--- config.mk ---
export PLATFORM = sky130hd
export DESIGN_NAME = strided_agen
export DESIGN_NICKNAME = d
export VERILOG_FILES = /design/src/rtl/strided_agen.sv
export SDC_FILE = /design/constraint.sdc
export NUM_CORES = 1
export LEC_CHECK = 0
export BUFFER_PORTS_ARGS = -buffer_cell sky130_fd_sc_hd__buf_2
export CORE_UTILIZATION = 50
export CTS_CLUSTER_SIZE = 28
export DETAILED_ROUTE_END_ITERATION = 16
export GPL_ROUTABILITY_DRIVEN = 0
export PLACE_DENSITY = 0.69
export SLEW_MARGIN = 10
export SYNTH_ARGS = -nofsm -noshare
export SYNTH_HDL_FRONTEND = slang
export SYNTH_SLANG_ARGS = --single-unit
--- constraint.sdc ---
create_clock -name clk -period 9.9 [get_ports clk]
set_input_delay 1.485 -clock clk [delete_from_list [all_inputs] [get_ports clk]]
set_output_delay 1.485 -clock clk [all_outputs]
set_load 0.05 [all_outputs]
--- src/rtl/strided_agen.sv ---
module strided_agen #(
  parameter int AW        = 16,
  parameter int IDW       = 4,
  parameter int XIN_W     = 16,
  parameter int LEN_W     = 8,
  parameter int YW        = 4,
  parameter int BUS_BYTES = 4,
  parameter bit TWO_D     = 1'b1
) (
  input  logic                   clk,
  input  logic                   rst_n,
  input  logic                   load_i,
  input  logic [IDW-1:0]         load_id_i,
  input  logic [AW-1:0]          load_src_i,
  input  logic [AW-1:0]          load_dst_i,
  input  logic [AW-1:0]          load_src_stride_i,
  input  logic [AW-1:0]          load_dst_stride_i,
  input  logic [XIN_W-1:0]       load_x_i,
  input  logic [YW-1:0]          load_y_i,
  input  logic                   load_cyclic_i,
  input  logic                   beat_i,
  input  logic                   row_done_i,
  input  logic                   abort_i,
  output logic                   busy_o,
  output logic [YW-1:0]          row_idx_o,
  output logic [LEN_W:0]         row_bytes_o,
  output logic [AW-1:0]          row_src_o,
  output logic [AW-1:0]          row_dst_o,
  output logic [AW-1:0]          cur_src_o,
  output logic [AW-1:0]          cur_dst_o,
  output logic [LEN_W-1:0]       x_len_o,
  output logic [YW-1:0]          y_len_o,
  output logic                   done_o,
  output logic                   partial_o,
  output logic [IDW-1:0]         rpt_id_o,
  output logic [LEN_W+YW:0]      rpt_len_o
);
  localparam int AB = $clog2(BUS_BYTES);
  localparam int TW = LEN_W + YW + 1;
  localparam logic [XIN_W-1:0] XMAX = XIN_W'((1 << LEN_W) - 1);
  localparam logic [LEN_W-1:0] AMASK = LEN_W'(BUS_BYTES - 1);

  logic           busy_q, cyc_q, done_q, part_q;
  logic [IDW-1:0] id_q, rid_q;
  logic [AW-1:0]  sbase_q, dbase_q, ss_q, ds_q, rsrc_q, rdst_q, csrc_q, cdst_q;
  logic [LEN_W-1:0] x_q, beats_q;
  logic [YW-1:0]  y_q, ridx_q;
  logic [TW-1:0]  moved_q, rlen_q;

  logic [LEN_W-1:0] x_clamp;
  logic [YW-1:0]    y_clamp;
  logic [LEN_W:0]   rbytes;
  logic [TW-1:0]    total, beat_bytes;
  logic             last_row;

  assign x_clamp    = ((load_x_i > XMAX) ? XMAX[LEN_W-1:0] : load_x_i[LEN_W-1:0]) | AMASK;
  assign y_clamp    = TWO_D ? load_y_i : '0;
  assign rbytes     = {1'b0, x_q} + 1'b1;
  assign total      = TW'(rbytes) * (TW'(y_q) + 1'b1);
  assign beat_bytes = (TW'(beats_q) + TW'(beat_i)) << AB;
  assign last_row   = (ridx_q == y_q);

  always_ff @(posedge clk or negedge rst_n) begin
    if (!rst_n) begin
      busy_q <= 1'b0; cyc_q <= 1'b0; done_q <= 1'b0; part_q <= 1'b0;
      id_q <= '0; rid_q <= '0; sbase_q <= '0; dbase_q <= '0;
      ss_q <= '0; ds_q <= '0; rsrc_q <= '0; rdst_q <= '0;
      csrc_q <= '0; cdst_q <= '0; x_q <= '0; beats_q <= '0;
      y_q <= '0; ridx_q <= '0; moved_q <= '0; rlen_q <= '0;
    end else begin
      done_q <= 1'b0;
      part_q <= 1'b0;
      if (!busy_q) begin
        if (load_i) begin
          busy_q  <= 1'b1;
          cyc_q   <= load_cyclic_i;
          id_q    <= load_id_i;
          sbase_q <= load_src_i;  dbase_q <= load_dst_i;
          rsrc_q  <= load_src_i;  rdst_q  <= load_dst_i;
          csrc_q  <= load_src_i;  cdst_q  <= load_dst_i;
          ss_q    <= load_src_stride_i;
          ds_q    <= load_dst_stride_i;
          x_q     <= x_clamp;
          y_q     <= y_clamp;
          ridx_q  <= '0;
          beats_q <= '0;
          moved_q <= '0;
        end
      end else if (row_done_i) begin
        beats_q <= '0;
        if (last_row) begin
          done_q <= 1'b1;
          rid_q  <= id_q;
          rlen_q <= total;
          if (cyc_q && !abort_i) begin
            ridx_q <= '0;
            rsrc_q <= sbase_q; rdst_q <= dbase_q;
            csrc_q <= sbase_q; cdst_q <= dbase_q;
            moved_q <= '0;
          end else begin
            busy_q <= 1'b0;
          end
        end else begin
          ridx_q  <= ridx_q + 1'b1;
          rsrc_q  <= rsrc_q + ss_q;  csrc_q <= rsrc_q + ss_q;
          rdst_q  <= rdst_q + ds_q;  cdst_q <= rdst_q + ds_q;
          moved_q <= moved_q + TW'(rbytes);
          if (abort_i) begin
            busy_q <= 1'b0;
            part_q <= 1'b1;
            rid_q  <= id_q;
            rlen_q <= moved_q + TW'(rbytes);
          end
        end
      end else if (abort_i) begin
        busy_q <= 1'b0;
        part_q <= 1'b1;
        rid_q  <= id_q;
        rlen_q <= moved_q + beat_bytes;
      end else if (beat_i) begin
        csrc_q  <= csrc_q + AW'(BUS_BYTES);
        cdst_q  <= cdst_q + AW'(BUS_BYTES);
        beats_q <= beats_q + 1'b1;
      end
    end
  end

  assign busy_o      = busy_q;
  assign row_idx_o   = ridx_q;
  assign row_bytes_o = rbytes;
  assign row_src_o   = rsrc_q;
  assign row_dst_o   = rdst_q;
  assign cur_src_o   = csrc_q;
  assign cur_dst_o   = cdst_q;
  assign x_len_o     = x_q;
  assign y_len_o     = y_q;
  assign done_o      = done_q;
  assign partial_o   = part_q;
  assign rpt_id_o    = rid_q;
  assign rpt_len_o   = rlen_q;
endmodule

==> results of run 1 <==
-- kinds of logic (layout without fill, tap and decap cells) --
family,count (synthesis),count (layout),synth area share (%)
fa+ha+maj,97,97,10.8
other cells,1,4,0.0299
simple gates,575,575,20.1
mux,11,11,0.888
xor+xnor,77,77,5.38
flops,189,189,37.7
compound gates,385,385,20.9
buf+inv,128,299,4.22
-- per-stage QoR --
step                      hold WS [ns]  util, %  std cells  area [µm²]  setup WS [ns]
after floorplan                  0.440        -       1463       12500           4.70
after global placement           0.450     56.2       1926       13800           5.19
after detailed placement         0.457     56.2       1926       13800           5.14
after CTS                        0.474     58.7       1958       14400           5.11
after global routing             0.491     58.7       1960       14400           4.79
final                            0.469     58.7       1961       14400           5.08
-- cell type report --
class / count / share of cell area, %
Clock inverter: 15 / 1.19
Inverter: 53 / 1.39
Clock buffer: 17 / 2.96
Sequential cell: 189 / 32.9
Multi-Input combinational cell: 1146 / 50.9
Tap cell: 324 / 2.82
Antenna cell: 3 / 0.0523
Timing Repair Buffer: 214 / 7.76
-- tightest hold or removal path, delay by kind of cell (launching register included) --
family	cells	cell delay, ns
flip-flops	1	0.34
AND/OR/NAND/NOR	2	0.10
-- path summary, 6_finish.rpt --
kind / start / endpoint / depth (start not counted)
setup reg to reg: y_len_o[0] / rpt_len_o[11] / 16
min in group asynchronous: rst_n / x_len_o[6] / 1
setup / recovery: y_len_o[0] / rpt_len_o[11] / 16
max in group asynchronous: rst_n / ds_q[9] / 3
hold / removal: rpt_len_o[4] / rpt_len_o[4] / 2
hold reg to reg: rpt_len_o[4] / rpt_len_o[4] / 2
-- metal layers --
metal	up-vias	global-route usage, %	share of wire [%]
met5	-	0	0
met4	0	11.2	2.9
met3	67	5.32	7.1
met2	442	47.3	47
met1	5585	39.1	43
li1	5481	-	-
-- cell usage after synthesis, drive strengths merged, types with 8 or more instances --
cell,number
nand2,323
dfrtp,189
o21ai,100
nor2,91
ha,78
a21oi,70
inv,53
nand3,48
xnor2,46
clkbuf,43
buf,32
xor2,31
a21o,29
a211oi,20
a31oi,20
and3,19
fa,19
nor2b,16
o211ai,16
and2,14
nor3,14
nand2b,13
o22ai,13
a22oi,12
nand4,12
o21a,11
a22o,10
mux2i,10
o22a,10
o21bai,9
a221oi,8
-- state kept, by name, summed over array words and instances (netlist names) --
name	cells
dbase_q	16
rpt_id_o	4
id_q	4
ds_q	16
cur_dst_o	16
row_dst_o	16
sbase_q	16
partial_o	1
beats_q	8
busy_o	1
cyc_q	1
cur_src_o	16
done_o	1
rpt_len_o	13
ss_q	16
row_idx_o	4
row_src_o	16
y_len_o	4
moved_q	13
x_len_o	7
-- power breakdown --
group,switching (mW),internal (mW),total [mW]
Sequential,0.271,1.03,1.30
Combinational,1.73,0.785,2.52
Clock,0.348,0.363,0.711
==> metrics.md, run 1 <==
| Metric | Value |
|---|---|
| Headroom to the max-slew limit | 26.0% |
| #FFs+latches synth | 189 |
| Routed Antenna Nets | 0 |
| Storage element area | 4730 µm² |
| Syn Nets | 1,655 |
| Depth of the CTS H-tree | 4 |
| Main flop type after synthesis | dfrtp_1 |
| Crit-path max FO | 13 |
| Via count | 11,575 |
| Status | finished clean |
| Die width | 160 µm |
| Layout Skew | 0.0151 ns |
| Synth Area per Inst | 8.57 µm² |
| Gate count after technology mapping | 1,463 |
| DRC | 0 |
| Worst Setup End Kind | register |
| Buffers on Ports | 200 |
| Max Cap Viol | 0 |
| Initial antenna violation count | 3 |
| P_leak | 7.20 nW |
| WP data required | 10.23 ns |
| Min-Delay Path Class | register to register |
| Final Hold Viols | 0 |
| Largest net degree at the start of global routing | 77 |
| Peak supply drop | 227 µV |
| # fillers | 2,223 |
| Post-synth EDFFs | 0 |
| Seq/Total Area, Yosys | 37.7% |
| Starting Density | 51.3% |
| Clk slew on worst S/H paths | 0.07 ns |
| Synth async-reset ratio | 100% |
| Power Dens Cells | 315 nW/µm² |
| Post-route clock period utilization | 48.7% |
| Pre-antenna DRT Iters | 5 |
| Synth top area cells | dfrtp_1, nand2_1, ha_1, o21ai_0, xnor2_1 |
| Max Freq | 208 MHz |
| Max-slew violations | 0 |
| Most frequent cells in the layout | nand2_1, buf_2, dfrtp_1 |
| # nets final | 1,813 |
| Share of layout cells above drive strength 1 | 16.5% |
| I/O pin cnt | 204 |
| Clk buf depth | 2 |
| Post-CTS setup buffer count | 0 |
| Top cell type's share of synthesized area | 37.7% |
| CTS tree | built |
| Area delta synth->final | 14.5% |
| Startpoint types | register |
| Core Rows | 57 |
| Worst-Margin Slew | 1.11 ns |
| Commonest non-fill, non-tap cell in the layout | nand2_1 |
| R2R Setup Slk | 5.08 ns |
| GRT Total Usage | 29.3% |
| Post-CTS Hold Fix Bufs | 0 |
| Clock sinks | 189 |
| CP Cell Sequence | nand3_1, xnor2_1, nand2_1, fa_1, inv_1, fa_1, inv_1, fa_1, inv_1, ha_1, a21oi_1, o21bai_1, a2111oi_0, or3_1, xnor2_1, o221a_2 |
| Die ar. | 25,700 µm² |
| Final setup vio count | 0 |
| Post-CTS Resized | 0 |
| RSZ-0062 raised after global routing | no |
| Yosys warnings | 0 |
| Skew-Pair Late Insertion Delay | 0.45 ns |
| CP max stage cell | dfrtp_1 |
| Vias in the first global route | 11,325 |
| Worst path max stage delay | 0.59 ns |
| Overall Power | 4.53 mW |
| Synth cell types | 78 |
| Arrival time at the worst endpoint | 5.14 ns |
| Crit Path Class | register to register |
| Tmin final | 4.82 ns |
| HPWL Detailed | 25,800 µm |
| Post-route setup TNS | 0 ns |
| Die H | 160 µm |
| Total grt overflow | 0 |
| Mean number of vias per cell | 5.90 |
| Global-route wire length before repair | 59,900 µm |
| Starting DRT DRC Count | 987 |
| Root Driver | clkbuf_16 |
| Core ar. | 24,500 µm² |
| DRT Wirelength | 36,800 µm |
| CTS buffer count | 17 |
| Multi-input gate area | 7310 µm² |
| Mapped cell area | 12,500 µm² |
| Yosys top cell by area | dfrtp_1 |
| Cell family with most CP delay | adder cells |
| Worst path bufs/invs | 3 |
| Wirelength per Cell | 18.8 µm |
No activity file was read; power rests on OpenSTA's default activity.
==> inputs of run 2 (changes only) <==
==> constraint.sdc (replaced) <==
create_clock -name clk -period 5 [get_ports clk]
set_input_delay 0.75 -clock clk [delete_from_list [all_inputs] [get_ports clk]]
set_output_delay 0.75 -clock clk [all_outputs]
set_load 0.05 [all_outputs]
==> metrics.md, run 2 (same netlist as run 1, synthesis figures left out) <==
| Metric | Value |
|---|---|
| Status | finished clean |
| Final setup vio count | 0 (unchanged) |
| Starting Density | 51.3% (unchanged) |
| Die H | 160 µm (unchanged) |
| CP max stage cell | fa_1 |
| Vias in the first global route | 11,421 (+0.85%) |
| Share of layout cells above drive strength 1 | 17.1% (+0.62 points) |
| Max-slew violations | 0 (unchanged) |
| Die width | 160 µm (unchanged) |
| Via count | 11,777 (+1.7%) |
| Core ar. | 24,500 µm² (unchanged) |
| Post-CTS Resized | 0 (unchanged) |
| Final Hold Viols | 0 (unchanged) |
| # nets final | 1,824 (+0.61%) |
| HPWL Detailed | 26,600 µm (+3.1%) |
| Pre-antenna DRT Iters | 5 (unchanged) |
| Starting DRT DRC Count | 1,031 (+4.5%) |
| Post-route clock period utilization | 93.3% (+45 points) |
| Worst hold slack | 0.377 ns (-0.0916 ns) |
| Commonest non-fill, non-tap cell in the layout | nand2_1 |
| DRT Wirelength | 37,800 µm (+2.9%) |
| Buffers on Ports | 200 (unchanged) |
| RSZ-0062 raised after global routing | no |
| Global-route wire length before repair | 61,200 µm (+2.3%) |
| CP Cell Sequence | ha_1, xnor2_1, inv_1, nand2_1, fa_1, inv_1, fa_1, inv_1, fa_1, inv_1, ha_1, a21oi_1, o21bai_1, a2111oi_0, or3_1, xnor2_1, o221a_2 |
| Depth of the CTS H-tree | 4 (unchanged) |
| Worst-Margin Slew | 1.03 ns (-0.0770 ns) |
| Power Dens Cells | 624 nW/µm² (+98%) |
| Peak supply drop | 478 µV (+110%) |
| Post-route setup TNS | 0 ns (unchanged) |
| GRT Total Usage | 30.0% (+0.66 points) |
| CTS tree | built |
| Tmin final | 4.67 ns (-0.151 ns) |
| Post-CTS setup buffer count | 0 (unchanged) |
| Total grt overflow | 0 (unchanged) |
| Placed inst area | 13,800 µm² (+0.66%) |
| CTS buffer count | 17 (unchanged) |
| Startpoint types | register |
| Mean number of vias per cell | 5.98 (+1.3%) |
| Most frequent cells in the layout | nand2_1, buf_2, dfrtp_1 |
| Clk buf depth | 2 (unchanged) |
| P_leak | 7.26 nW (+0.73%) |
| Worst Setup End Kind | register |
| Routed Antenna Nets | 0 (unchanged) |
| Clock sinks | 189 (unchanged) |
| Final Util | 59.0% (+0.26 points) |
| WP data required | 5.33 ns (-4.90 ns) |
| Die ar. | 25,700 µm² (unchanged) |
| Most common cell on crit path | inv_1 |
| Area delta synth->final | 15.0% |
| DRC | 0 (unchanged) |
| Max Cap Viol | 0 (unchanged) |
| Largest net degree at the start of global routing | 115 (+49%) |
| Root Driver | clkbuf_16 |
| Post-route cell area | 14,400 µm² (+0.44%) |
| Worst path max stage delay | 0.53 ns (-0.06 ns) |
| Core Rows | 57 (unchanged) |
| Layout Skew | 0.0156 ns (+0.000429 ns) |
| I/O pin cnt | 204 (unchanged) |
| Skew-Pair Late Insertion Delay | 0.44 ns (about the same) |
| Arrival time at the worst endpoint | 4.99 ns (-0.15 ns) |
| Overall Power | 9.00 mW (+99%) |
| Min-Delay Path Class | primary input to asynchronous set/reset pin |
| Crit Path Class | register to register |
| Initial antenna violation count | 1 (-2) |
| Clk slew on worst S/H paths | 0.07 ns (about the same) |
| Post-CTS Hold Fix Bufs | 0 (unchanged) |
| Crit-path max FO | 11 (-2) |
| Headroom to the max-slew limit | 31.3% (+5.3 points) |
| Wirelength per Cell | 19.2 µm (+2.4%) |
| Max Freq | 214 MHz (+3.2%) |
run 2: worst max-delay path, delay by kind of cell (launching register included):
family	cells	cell delay, ns
flip-flops	1	0.50
adder cells (fa/ha/maj)	5	2.20
buffers and inverters	4	0.32
AND/OR/NAND/NOR	2	0.28
XOR/XNOR	2	0.27
AO/OA/AOI/OAI	4	1.00
run 2: metrics by stage:
step / cells / setup slack (ns)
final: 1970 / 0.334
after detailed placement: 1937 / 0.365
after floorplan: 1463 / 0.116
after global placement: 1937 / 0.485
after CTS: 1969 / 0.336
after global routing: 1969 / 0.00479
run 2: metal layers:
| metal | track usage (%) | part of all wire [%] |
|---|---|---|
| met4 | 9.31 | 2.5 |
| met3 | 4.60 | 6.7 |
| met5 | 0 | 0 |
| met1 | 41.2 | 44 |
| met2 | 48.5 | 47 |
run 2: final cells by class:
type / count / area (µm²)
Fill cell: 2232 / 10000
Multi-Input combinational cell: 1146 / 7310
Sequential cell: 189 / 4730
Timing Repair Buffer: 225 / 1200
Clock buffer: 17 / 425
Tap cell: 324 / 405
Inverter: 53 / 199
Clock inverter: 15 / 150
Antenna cell: 1 / 2.50
run 2: path summary, 6_finish.rpt:
path	start	cells past startpoint	slack, ns	end
worst max-delay path	x_len_o[1]	17	0.33	rpt_len_o[11]
worst min-delay path	rst_n	1	0.38	x_len_o[7]
worst max register to register	x_len_o[1]	17	0.33	rpt_len_o[11]
worst min register to register	rpt_len_o[4]	2	0.46	rpt_len_o[4]
max in group asynchronous	rst_n	2	3.50	cur_src_o[6]
min in group clk	rpt_len_o[4]	2	0.46	rpt_len_o[4]
run 2: power breakdown:
part | switching, mW | internal [mW]
clock | 0.671 | 0.705
combinational | 3.47 | 1.58
sequential | 0.529 | 2.04
==> inputs of run 3 (changes only) <==
--- a/config.mk
+++ b/config.mk
@@ -6,6 +6,7 @@
 export NUM_CORES = 1
 export LEC_CHECK = 0
 export BUFFER_PORTS_ARGS = -buffer_cell sky130_fd_sc_hd__buf_2
+export CAP_MARGIN = 10
 export CORE_UTILIZATION = 50
 export CTS_CLUSTER_SIZE = 28
 export DETAILED_ROUTE_END_ITERATION = 16
==> constraint.sdc (replaced) <==
create_clock -name clk -period 5.95 [get_ports clk]
set_input_delay 0.8925 -clock clk [delete_from_list [all_inputs] [get_ports clk]]
set_output_delay 0.8925 -clock clk [all_outputs]
set_load 0.05 [all_outputs]
==> metrics.md, run 3 (same netlist as run 1, synthesis figures left out) <==
| Metric | Value |
|---|---|
| Status | finished clean |
| Clk buf depth | 2 (unchanged) |
| Share of layout cells above drive strength 1 | 16.5% (-0.62 points) |
| Post-CTS setup buffer count | 0 (unchanged) |
| Wirelength per Cell | 19.0 µm (-1.3%) |
| Startpoint types | register |
| Skew-Pair Late Insertion Delay | 0.45 ns (about the same) |
| Worst hold slack | 0.442 ns (+0.0655 ns) |
| Core ar. | 24,500 µm² (unchanged) |
| Depth of the CTS H-tree | 4 (unchanged) |
| Reg power frac | 28.9% (+0.3 points) |
| Max-slew violations | 0 (unchanged) |
| Total grt overflow | 0 (unchanged) |
| Starting Density | 51.3% (unchanged) |
| P_sw | 3.93 mW (-16%) |
| Worst Setup End Kind | register |
| Die width | 160 µm (unchanged) |
| GRT Total Usage | 29.3% (-0.67 points) |
| Commonest non-fill, non-tap cell in the layout | nand2_1 |
| R2r endpoint | rpt_len_o[11] |
| Worst-Margin Slew | 1.02 ns (-0.00841 ns) |
| Via count | 11,579 (-1.7%) |
| Power Dens Cells | 524 nW/µm² (-16%) |
| Post-route clock period utilization | 80.5% (-13 points) |
| # nets final | 1,813 (-0.60%) |
| Crit Path Class | register to register |
| Core Rows | 57 (unchanged) |
| Buffers on Ports | 200 (unchanged) |
| PnR worst setup slack | 1.16 ns (+0.827 ns) |
| FF-to-FF Start | y_len_o[0] |
| Die ar. | 25,700 µm² (unchanged) |
| Die H | 160 µm (unchanged) |
| Root Driver | clkbuf_16 |
| Most frequent cells in the layout | nand2_1, buf_2, dfrtp_1 |
| Clk slew on worst S/H paths | 0.08 ns (about the same) |
| Peak supply drop | 340 µV (-29%) |
| Crit-path max FO | 13 (+2) |
| Reg2Reg Depth | 16 (-1) |
| I/O pin cnt | 204 (unchanged) |
| Post-CTS Hold Fix Bufs | 0 (unchanged) |
| Mean number of vias per cell | 5.91 (-1.1%) |
| Initial antenna violation count | 1 (unchanged) |
| Largest net degree at the start of global routing | 74 (-36%) |
| Max Freq | 209 MHz (-2.6%) |
| Clock sinks | 189 (unchanged) |
| Internal Power | 3.59 mW (-17%) |
| Layout Skew | 0.0109 ns (-0.00472 ns) |
| Routed Antenna Nets | 0 (unchanged) |
| Pre-antenna DRT Iters | 5 (unchanged) |
| R2R Setup Slk | 1.16 ns (+0.83 ns) |
| Final Util | 58.6% (-0.32 points) |
| RSZ-0062 raised after global routing | no |
| Starting DRT DRC Count | 1,070 (+3.8%) |
| Switching Share | 52.3% (+0.41 points) |
| Area delta synth->final | 14.4% |
| Global-route wire length before repair | 59,400 µm (-2.9%) |
| P_leak | 7.19 nW (-0.87%) |
| WP data required | 6.29 ns (+0.96 ns) |
| Max Cap Viol | 0 (unchanged) |
| CTS tree | built |
| Tmin final | 4.79 ns (+0.123 ns) |
| HPWL Detailed | 26,100 µm (-1.8%) |
| Clock share of power | 15.2% (about the same) |
| Comb pwr share | 55.9% (-0.2 points) |
| Arrival time at the worst endpoint | 5.13 ns (+0.14 ns) |
| Min-Delay Path Class | primary input to asynchronous set/reset pin |
| Headroom to the max-slew limit | 31.6% (+0.30 points) |
| Final Hold Viols | 0 (unchanged) |
| Final setup vio count | 0 (unchanged) |
| DRC | 0 (unchanged) |
| Post-route setup TNS | 0 ns (unchanged) |
| DRT Wirelength | 37,100 µm (-1.9%) |
| Post-CTS Resized | 0 (unchanged) |
| Overall Power | 7.52 mW (-17%) |
| Pre-CTS setup slack | 1.18 ns (+0.817 ns) |
| CTS buffer count | 17 (unchanged) |
| Vias in the first global route | 11,168 (-2.2%) |
-- run 3: changes by cell type in the layout (fill, tap and decap cells not counted), moves of 2 or more --
cell / before / now
clkinv_4: 4 / 2
buf_4: 25 / 13
inv_8: 1 / 5
inv_6: 7 / 5
-- run 3: worst max-delay path by stage --
stage | slack [ns] | cells after the start | to | startpoint
2_1_floorplan | 0.75 | 14 | rpt_len_o[11] | x_len_o[1]
4_1_cts | 1.17 | 16 | rpt_len_o[11] | y_len_o[0]
6_report | 1.16 | 16 | rpt_len_o[11] | y_len_o[0]
3_3_place_gp | 1.28 | 16 | rpt_len_o[11] | y_len_o[0]
3_5_place_dp | 1.18 | 16 | rpt_len_o[11] | y_len_o[0]
5_1_grt | 0.77 | 16 | rpt_len_o[11] | y_len_o[0]
-- run 3: routing by layer --
metal / vias up / wire length (µm) / track usage [%]
li1: 5473 / - / -
met1: 5580 / 16000 / 38.6
met2: 458 / 17600 / 48.4
met3: 68 / 2720 / 5.76
met4: 0 / 843 / 9.18
met5: - / 0 / 0
-- run 3: final cells by class --
class / count / area (µm²)
Tap cell: 324 / 405
Antenna cell: 1 / 2.50
Multi-Input combinational cell: 1146 / 7310
Timing Repair Buffer: 214 / 1130
Fill cell: 2262 / 10100
Inverter: 53 / 199
Clock inverter: 15 / 149
Clock buffer: 17 / 425
Sequential cell: 189 / 4730
-- run 3: power groups by stage --
stage / Sequential (mW) / Clock (mW) / Combinational (mW)
global placement: 2.17 / 0 / 4.10
CTS: 2.16 / 1.16 / 4.19
finish: 2.17 / 1.14 / 4.20
floorplan: 3.06 / 0 / 2.18
detailed placement: 2.18 / 0 / 4.16
global route: 2.23 / 1.20 / 4.54
-- run 3: stage by stage --
step,cell area (µm²),std cells
after floorplan,12500,1463
after global placement,13800,1926
after detailed placement,13800,1926
after CTS,14300,1958
after global routing,14300,1958
final,14300,1959
-- run 3: worst max-delay path, cell delays in order (launching register included) --
cell and delay [ns]:
dfrtp_1 0.60, ha_1 0.31, xor2_1 0.39, nand2_1 0.13
fa_1 0.51, inv_1 0.06, fa_1 0.52, inv_1 0.05
fa_1 0.53, inv_1 0.04, ha_1 0.34, a21oi_1 0.23
o21bai_1 0.12, a2111oi_0 0.39, or3_1 0.18, xnor2_1 0.06
o221a_2 0.24
